==> src/rtl/uart_buf_pkg.sv <==
// Package: bit positions of the status word, shared by the block and its users.
package uart_buf_pkg;
    localparam int FLAG_W       = 8;
    localparam int FB_CARRIER   = 2;
    localparam int FB_BUSY      = 3;
    localparam int FB_RX_EMPTY  = 4;
    localparam int FB_TX_FULL   = 5;
    localparam int FB_RX_FULL   = 6;
    localparam int FB_TX_EMPTY  = 7;
endpackage

==> src/rtl/uart_cd_sync.sv <==
// Two-flop synchroniser for an asynchronous level.
// Assumes: the input is a slow level; reset value is the inactive level (1).
module uart_cd_sync (
    input  logic clk,
    input  logic rst_n,
    input  logic async_i,
    output logic sync_o
);
    logic s1_q, s2_q;

    // Shift the level through two flops.
    always_ff @(posedge clk) begin
        if (!rst_n) begin
            s1_q <= 1'b1;
            s2_q <= 1'b1;
        end else begin
            s1_q <= async_i;
            s2_q <= s1_q;
        end
    end

    assign sync_o = s2_q;
endmodule

==> src/rtl/uart_byte_queue.sv <==
// Byte queue with run-time capacity: DEPTH entries when deep_i is 1,
// one entry otherwise. flush_i empties it and wins over push and pop.
// Assumes: DEPTH >= 2. Pushes when full and pops when empty are ignored.
module uart_byte_queue #(
    parameter int DEPTH  = 16,
    parameter int DATA_W = 8
) (
    input  logic              clk,
    input  logic              rst_n,
    input  logic              deep_i,
    input  logic              flush_i,
    input  logic              push_i,
    input  logic [DATA_W-1:0] push_data_i,
    input  logic              pop_i,
    output logic [DATA_W-1:0] head_o,
    output logic              empty_o,
    output logic              full_o
);
    localparam int AW = (DEPTH > 1) ? $clog2(DEPTH) : 1;
    localparam int CW = $clog2(DEPTH + 1);
    localparam logic [AW-1:0] LAST_PTR = AW'(DEPTH - 1);
    localparam logic [CW-1:0] CAP_DEEP = CW'(DEPTH);
    localparam logic [CW-1:0] CAP_ONE  = CW'(1);

    logic [DATA_W-1:0] mem_q [DEPTH];
    logic [AW-1:0]     wr_ptr_q, rd_ptr_q;
    logic [CW-1:0]     count_q;
    logic [CW-1:0]     cap;
    logic              do_push, do_pop;

    // Capacity follows the mode input.
    assign cap     = deep_i ? CAP_DEEP : CAP_ONE;
    assign empty_o = (count_q == '0);
    assign full_o  = (count_q >= cap);
    assign do_push = push_i && !full_o && !flush_i;
    assign do_pop  = pop_i && !empty_o && !flush_i;
    assign head_o  = empty_o ? '0 : mem_q[rd_ptr_q];

    // Store accepted bytes.
    always_ff @(posedge clk) begin
        if (do_push) mem_q[wr_ptr_q] <= push_data_i;
    end

    // Pointer and occupancy bookkeeping.
    always_ff @(posedge clk) begin
        if (!rst_n || flush_i) begin
            wr_ptr_q <= '0;
            rd_ptr_q <= '0;
            count_q  <= '0;
        end else begin
            if (do_push) wr_ptr_q <= (wr_ptr_q == LAST_PTR) ? '0 : wr_ptr_q + 1'b1;
            if (do_pop)  rd_ptr_q <= (rd_ptr_q == LAST_PTR) ? '0 : rd_ptr_q + 1'b1;
            case ({do_push, do_pop})
                2'b10:   count_q <= count_q + 1'b1;
                2'b01:   count_q <= count_q - 1'b1;
                default: count_q <= count_q;
            endcase
        end
    end

    // occupancy never exceeds the selected capacity.
    a_r6_no_overflow: assert property (@(posedge clk) disable iff (!rst_n)
        (!flush_i && !$changed(deep_i)) |-> (count_q <= cap));

    // popping an empty queue leaves it empty.
    a_r9_empty_pop_keeps: assert property (@(posedge clk) disable iff (!rst_n)
        (pop_i && empty_o && !push_i) |=> empty_o);

    // a flush leaves the queue empty.
    a_r10_flush_empties: assert property (@(posedge clk) disable iff (!rst_n)
        flush_i |=> (count_q == '0));
endmodule

==> src/rtl/uart_buf_status.sv <==
// Transmit and receive buffering for a UART with a status flag word.
// Assumes: one clock domain except cd_n_i, which is synchronised here.
// A change of fifo_en_i flushes both directions on the following edge.
module uart_buf_status #(
    parameter int DEPTH = 16
) (
    input  logic       clk,
    input  logic       rst_n,
    input  logic       fifo_en_i,
    input  logic       uart_en_i,
    input  logic       cpu_wr_i,
    input  logic [7:0] cpu_wdata_i,
    input  logic       cpu_rd_i,
    output logic [7:0] cpu_rdata_o,
    output logic [7:0] tx_data_o,
    output logic       tx_valid_o,
    input  logic       tx_pop_i,
    input  logic       tx_shifting_i,
    input  logic       rx_push_i,
    input  logic [7:0] rx_data_i,
    input  logic       cd_n_i,
    output logic [7:0] flags_o,
    output logic       rx_overrun_o
);
    import uart_buf_pkg::*;

    logic fifo_en_q, flush;
    logic tx_empty, tx_full, rx_empty, rx_full;
    logic cd_sync, busy, overrun_q;

    // Remember the mode to detect changes.
    always_ff @(posedge clk) begin
        if (!rst_n) fifo_en_q <= 1'b0;
        else        fifo_en_q <= fifo_en_i;
    end
    assign flush = (fifo_en_i != fifo_en_q);

    uart_byte_queue #(.DEPTH(DEPTH), .DATA_W(8)) u_txq (
        .clk(clk), .rst_n(rst_n), .deep_i(fifo_en_i), .flush_i(flush),
        .push_i(cpu_wr_i), .push_data_i(cpu_wdata_i),
        .pop_i(tx_pop_i && uart_en_i), .head_o(tx_data_o),
        .empty_o(tx_empty), .full_o(tx_full)
    );

    uart_byte_queue #(.DEPTH(DEPTH), .DATA_W(8)) u_rxq (
        .clk(clk), .rst_n(rst_n), .deep_i(fifo_en_i), .flush_i(flush),
        .push_i(rx_push_i), .push_data_i(rx_data_i),
        .pop_i(cpu_rd_i), .head_o(cpu_rdata_o),
        .empty_o(rx_empty), .full_o(rx_full)
    );

    uart_cd_sync u_cd (.clk(clk), .rst_n(rst_n), .async_i(cd_n_i), .sync_o(cd_sync));

    // Sticky record of dropped receive bytes.
    always_ff @(posedge clk) begin
        if (!rst_n)                      overrun_q <= 1'b0;
        else if (rx_push_i && rx_full && !flush) overrun_q <= 1'b1;
    end

    assign busy         = !tx_empty || tx_shifting_i;
    assign tx_valid_o   = !tx_empty && uart_en_i;
    assign rx_overrun_o = overrun_q;

    // Assemble the status word.
    always_comb begin
        flags_o              = '0;
        flags_o[FB_CARRIER]  = !cd_sync;
        flags_o[FB_BUSY]     = busy;
        flags_o[FB_RX_EMPTY] = rx_empty;
        flags_o[FB_TX_FULL]  = tx_full;
        flags_o[FB_RX_FULL]  = rx_full;
        flags_o[FB_TX_EMPTY] = tx_empty;
    end

    // an accepted write makes the block busy on the next cycle.
    a_r3_busy_after_write: assert property (@(posedge clk) disable iff (!rst_n)
        (cpu_wr_i && !tx_full && !flush) |=> flags_o[FB_BUSY]);

    // overrun never clears once set.
    a_r8_overrun_sticky: assert property (@(posedge clk) disable iff (!rst_n)
        rx_overrun_o |=> rx_overrun_o);

    // a mode change leaves both directions empty.
    a_r10_mode_flush: assert property (@(posedge clk) disable iff (!rst_n)
        flush |=> (flags_o[FB_TX_EMPTY] && flags_o[FB_RX_EMPTY]));

    // the unused low bits stay clear.
    a_r12_low_bits_zero: assert property (@(posedge clk) disable iff (!rst_n)
        flags_o[1:0] == 2'b00);
endmodule

==> config.mk <==
export PLATFORM = sky130hd
export DESIGN_NAME = uart_buf_status
export DESIGN_NICKNAME = d
export VERILOG_FILES = /design/src/rtl/uart_buf_pkg.sv /design/src/rtl/uart_cd_sync.sv /design/src/rtl/uart_byte_queue.sv /design/src/rtl/uart_buf_status.sv
export SDC_FILE = /design/constraint.sdc
export NUM_CORES = 1
export LEC_CHECK = 0
export CAP_MARGIN = 10
export CORE_MARGIN = 3
export CORE_UTILIZATION = 30
export DETAILED_ROUTE_END_ITERATION = 12
export DONT_BUFFER_PORTS = 1
export PLACE_DENSITY_LB_ADDON = 0.2
export SETUP_SLACK_MARGIN = 0.3
export SLEW_MARGIN = 20
export SYNTH_ARGS = -nofsm -noshare
export SYNTH_HDL_FRONTEND = slang
export SYNTH_SLANG_ARGS = --single-unit
==> constraint.sdc <==
create_clock -name clk -period 9.05 [get_ports clk]
set_clock_uncertainty 0.1 [all_clocks]
set_input_delay 0.4525 -clock clk [delete_from_list [all_inputs] [get_ports clk]]
set_output_delay 0.4525 -clock clk [all_outputs]
set_load 0.005 [all_outputs]
=== After elaboration in Yosys (flattened, before gate mapping) ===
Memory sizes are Yosys's and may differ from the RTL's. A register that Yosys moved wholly into a read port is not among the register bits.
Index checks and enable logic that the tools add are counted.

* Add/subtract/negate cells: 8
* Multiply operators: 0
* Div/mod/pow operators: 0
* Magnitude comparators: 2
* Equality and inequality tests: 9
* Shifts and indexed selects: 0
* Mux-type cells: 17
* Bitwise logic cells: 0
* Reduce and logical (&&, ||, !) cells: 25

{| class="wikitable"
|+ Operators with widths
! cell !! number
|-
| two-way mux 4 bit || 8
|-
| case mux 5 bit (2 select lines) || 2
|-
| adder 4 x 1 -> 4 bit, second input constant || 4
|-
| equality test 4 bit, second input constant || 4
|-
| two-way mux 8 bit || 2
|-
| logical AND 1 bit || 12
|-
| adder 5 x 1 -> 5 bit, second input constant || 2
|-
| >= comparator 5 bit || 2
|-
| zero test 5 bit || 2
|-
| subtractor 5 x 1 -> 5 bit, second input constant || 2
|-
| zero test 1 bit || 7
|-
| two-way mux 5 bit || 1
|-
| equality test 2 x 1 -> 1 bit, second input constant || 2
|-
| equality test 2 bit, second input constant || 2
|-
| two-way mux 1 bit || 4
|-
| nonzero test 2 bit || 2
|-
| logical OR 1 bit || 2
|-
| inequality test 1 bit || 1
|}

* Register bits after elaboration: 30
* Bits in latches: 0
* Memory bits (writable): 256
* Memory bits (read-only): 0
* Input port bits: 26
* Word-level logic and storage cells: 73
* Memories: 2

{| class="wikitable"
|+ Memory list
! name !! words !! bits a word !! read ports !! clocked after memory_dff !! wr ports !! line !! source
|-
| u_rxq.mem_q || 16 || 8 || 1 || 1 || 1 || uart_byte_queue.sv:25 || <nowiki>logic [DATA_W-1:0] mem_q [DEPTH];</nowiki>
|-
| u_txq.mem_q || 16 || 8 || 1 || 1 || 1 || uart_byte_queue.sv:25 ||
|}

=== Longest topological paths before layout ===
* Depth after elaboration: 7
* Mapped depth: 14

=== Modules after synthesis ===
Synthesis repeated with hierarchy kept, for this count alone.

* Cell total of the unflattened synthesis: 707
* Area, all modules: 12433.2 um^2

{| class="wikitable"
|+ By module, submodules not included
! module !! times used !! cells an instance !! area each (um^2) !! seq. area each (um^2)
|-
| uart_byte_queue at u_txq || 1 || 342 || 6117.1 || 4184.0
|-
| uart_byte_queue at u_rxq || 1 || 342 || 6114.6 || 4184.0
|-
| uart_buf_status || 1 || 19 || 148.9 || 40.0
|-
| uart_cd_sync || 1 || 4 || 52.6 || 40.0
|}

=== Worst setup path before layout ===
OpenSTA, ideal clock, no wires.

* Kind: input port to flip-flop
* From: input port fifo_en_i
* To: register u_rxq.count_q[2]
* Arrival: 2.988 ns
* Setup slack: 5.892 ns
* Stages: 13
* Cells stage by stage: inv_1 ha_1 o41a_1 nor3_4 inv_2 ha_1 clkbuf_1 xor2_1 ha_1 a21oi_1 xnor2_1 or3_1 a21oi_1

* Longest elaborated chain between the ends: 7
* Elaborated cells between the ends (all ways): 13

{| class="wikitable"
|+ RTL lines
! what !! line !! source
|-
| start: declaration || uart_buf_status.sv:9 || <nowiki>input logic fifo_en_i,</nowiki>
|-
| two-way mux 5 bit || uart_byte_queue.sv:32 || <nowiki>assign cap = deep_i ? CAP_DEEP : CAP_ONE;</nowiki>
|-
| >= comparator 5 bit || uart_byte_queue.sv:34 || <nowiki>assign full_o = (count_q >= cap);</nowiki>
|-
| zero test 1 bit || uart_byte_queue.sv:35 || <nowiki>assign do_push = push_i && !full_o && !flush_i;</nowiki>
|-
| logical AND 1 bit (2 in a row) || uart_byte_queue.sv:35 ||
|-
| equality test 2 x 1 -> 1 bit / equality test 2 bit (equally long branches) || uart_byte_queue.sv:53 || <nowiki>case ({do_push, do_pop})</nowiki>
|-
| case mux 5 bit (2 select lines) / nonzero test 2 bit (equally long branches) || - ||
|-
| end signal: assignment || uart_byte_queue.sv:54 || <nowiki>2'b10: count_q <= count_q + 1'b1;</nowiki>
|-
| end signal: assignment || uart_byte_queue.sv:55 || <nowiki>2'b01: count_q <= count_q - 1'b1;</nowiki>
|-
| end signal: assignment || uart_byte_queue.sv:56 || <nowiki>default: count_q <= count_q;</nowiki>
|-
| end: declaration || uart_byte_queue.sv:27 || <nowiki>logic [CW-1:0] count_q;</nowiki>
|}

Parallel ways exist; a longest one is shown, timed or not.
A chain may end at the register's enable or synchronous reset.

=== Worst setup path after layout ===
* From: register u_txq.count_q[0]
* To: register u_txq.count_q[4]

* Longest elaborated chain between the ends: 6
* Elaborated cells between the ends (all ways): 14

{| class="wikitable"
|+ RTL lines
! what !! line
|-
| start: declaration || uart_byte_queue.sv:27
|-
| start signal: assignment || uart_byte_queue.sv:54
|-
| start signal: assignment || uart_byte_queue.sv:55
|-
| start signal: assignment || uart_byte_queue.sv:56
|-
| >= comparator 5 bit / zero test 5 bit (equally long branches) || uart_byte_queue.sv:34, uart_byte_queue.sv:33
|-
| zero test 1 bit, on equally long branches || uart_byte_queue.sv:35, uart_byte_queue.sv:36
|-
| logical AND 1 bit, on equally long branches (2 in a row) || uart_byte_queue.sv:35, uart_byte_queue.sv:36
|-
| equality test 2 x 1 -> 1 bit / equality test 2 bit (equally long branches) || uart_byte_queue.sv:53
|-
| case mux 5 bit (2 select lines) / nonzero test 2 bit (equally long branches) || -
|}

Parallel ways exist; a longest one is shown, timed or not.

==> flow_metrics.env <==
export IMPL_synth_edf_count=256
export IMPL_grt_overflow=0
export IMPL_dr_wl_met3_mm=1.123
export IMPL_cts_root_buf="clkbuf_16"
export IMPL_nets=734
export IMPL_crit_type="register to register"
export IMPL_worstPathRequired_ns=9.45
export IMPL_synth_area_sq_mm=0.01209
export IMPL_grt_max_degree=33
export IMPL_leakage_nw=4.360
export IMPL_gp_congestion=0.7412
export IMPL_mostFrequentLayoutCell="edfxtp_1"
export IMPL_synth_top_flop_cell="edfxtp_1"
export IMPL_final_layout_size_suffix_gt1_share_pct=19.69
export IMPL_cpLargestDelayFamily="adder cells"
export IMPL_totalWireLength_mm=25.56
export IMPL_avgSynthCellArea_sq_um=18.07
export IMPL_rows=72
export IMPL_port_buffer_count=0
export IMPL_final_util_pct=35.23
export IMPL_cp_num_buf_inv=2
export IMPL_cpPeakStageDelay_ns=0.44
export IMPL_ant_nets=0
export IMPL_cts_resized=0
export IMPL_num_vias=6052
export IMPL_core_area_sq_mm=0.03919
export IMPL_yosysSeqAreaShare_pct=69.87
export IMPL_dieArea_sq_mm=0.04275
export IMPL_cts_max_level=1
export IMPL_area_growth_syn_to_layout_pct=14.19
export IMPL_dr_max_layer_used="met5"
export IMPL_cts_sinks=294
export IMPL_die_height_um=206.8
export IMPL_rsz0062_at_grt="no"
export IMPL_grt_pass1_vias=6405
export IMPL_relSlewSlack_pct=30.86
export IMPL_grt_usage_pct=12.16
export IMPL_cap_violations=0
export IMPL_tightest_slew_ns=1.033
export IMPL_drt_initial_drc_count=403
export IMPL_netlist_instances=669
export IMPL_endpoint_kind="register"
export IMPL_final_cell_mix="edfxtp_1 (256), mux4_2 (64), mux2i_1 (45)"
export IMPL_hold_viol=0
export IMPL_finalCritPeriodShare_pct=39.35
export IMPL_routed_via_density=4.920
export IMPL_cp_start_kind="register"
export IMPL_holdWs_ns=0.04426
export IMPL_worstPathArrival_ns=3.96
export IMPL_m1WireLength_mm=11.21
export IMPL_cts_setup_buffers=0
export IMPL_worstPathCellList="inv_1, ha_1, o31a_4, nor3_4, inv_1, ha_1, fa_1, a21o_1, a21oi_1, mux2i_1, mux2i_1"
export IMPL_fmax_mhz=280.8
export IMPL_synthArstFlopShare_pct=0
export IMPL_fp_dieW_um=206.8
export IMPL_fin_cells=1230
export IMPL_clock_latency_ns=0.57
export IMPL_peakVddDrop_mv=0.1435
export IMPL_start_util_pct=30.86
export IMPL_finalSetupTns_ns=0
export IMPL_wl_met2_mm=12.59
export IMPL_cts_buffers=31
export IMPL_synth_cell_types=59
export IMPL_drc=0
export IMPL_finalSetupViolations=0
export IMPL_clk_pin_slew_ns=0.06
export IMPL_powerDensity_mw_per_mm2=201.6
export IMPL_yosysWarnings=0
export IMPL_outcome="finished clean"
export IMPL_min_period_ns=3.561
export IMPL_crit_fanout=15
export IMPL_slew_violations=0
export IMPL_cts_tree="built"
export IMPL_ctsHoldBuffers=19
export IMPL_grt_pass1_wl_mm=39.21
export IMPL_cts_buffer_depth=3
export IMPL_ioPinCount=52
export IMPL_routedWlPerCell_um=20.78
export IMPL_drtPass1Iterations=6
export IMPL_crit_slowest_cell="dfxtp_1"
export IMPL_dp_cells=1152
export IMPL_synth_seq_cells=294
export IMPL_min_path_type="input port to register"
export IMPL_hpwlAfterDp_mm=15.84
export IMPL_antenna_found_initial=2
-- power by group --
group | switching, mW | internal [mW]
registers | 0.00285 | 1.48
clock network | 0.516 | 0.713
logic | 0.0497 | 0.0241
-- logic make-up (layout without fill, tap and decap cells) --
kind of cell	Yosys count	count (layout)	share of synthesized area [%]
flops	294	294	69.87
simple gates	115	115	5.888
mux	109	109	15.65
buf+inv	61	102	2.194
compound gates	59	59	3.394
fa+ha+maj	22	22	2.339
xor+xnor	8	8	0.6416
other cells	1	3	0.03101
-- worst paths after layout --
check	start	to	slack, ns	cells after the start
worst max register to register	u_txq.count_q[0]	u_txq.count_q[4]	5.49	11
worst max-delay path	u_txq.count_q[0]	u_txq.count_q[4]	5.49	11
worst min-delay path	rst_n	u_rxq.wr_ptr_q[3]	0.04	3
worst min register to register	u_cd.s1_q	u_cd.sync_o	0.30	1
-- metrics by stage --
step | setup WS (ns) | power (mW) | area (sq um)
after floorplan | 5.892 | 1.551 | 12100
after global placement | 5.550 | 1.561 | 12610
after detailed placement | 5.432 | 1.563 | 12610
after CTS | 5.527 | 2.825 | 13790
after global routing | 5.248 | 2.883 | 13800
final | 5.489 | 2.784 | 13810
-- layout make-up --
cell class                      count  area (sq um)
Antenna cell                        1         2.502
Clock inverter                     17         148.9
Tap cell                          518         648.1
Fill cell                        3692         25380
Clock buffer                       41         843.3
Inverter                           20         75.07
Sequential cell                   294          8453
Multi-Input combinational cell    315          3408
Timing Repair Buffer               24         227.7
-- per-layer routing --
layer	track usage (%)	up-vias
met1	16.02	3183
li1	-	2723
met2	20.20	103
met5	0	-
met4	3.732	2
met3	2.713	41
-- registers in the layout, indices dropped and copies added (netlist names), 4 cells and up, named ones only --
register,count
u_rxq.count_q,5
u_rxq.rd_ptr_q,4
u_rxq.mem_q,128
u_txq.wr_ptr_q,4
u_txq.count_q,5
u_txq.mem_q,128
u_txq.rd_ptr_q,4
u_rxq.wr_ptr_q,4
-- synth_stat cells, types with 10 or more instances --
library cell	number	area [sq um]
edfxtp_1	256	7687
mux4_2	64	1441
mux2i_1	45	450.4
dfxtp_1	38	760.7
clkbuf_1	22	82.58
ha_1	21	262.8
nand2_1	21	78.83
inv_1	19	71.32
o22ai_1	17	106.4
nor2_1	16	60.06
a21oi_1	15	75.07
and3_1	13	81.33
nand3_1	10	50.05
-- tightest hold or removal path, cell delays in order --
cell and delay [ns]:
nand3_1 0.06, a41o_1 0.10, o41ai_1 0.06
(Power assumes the default switching activity.)
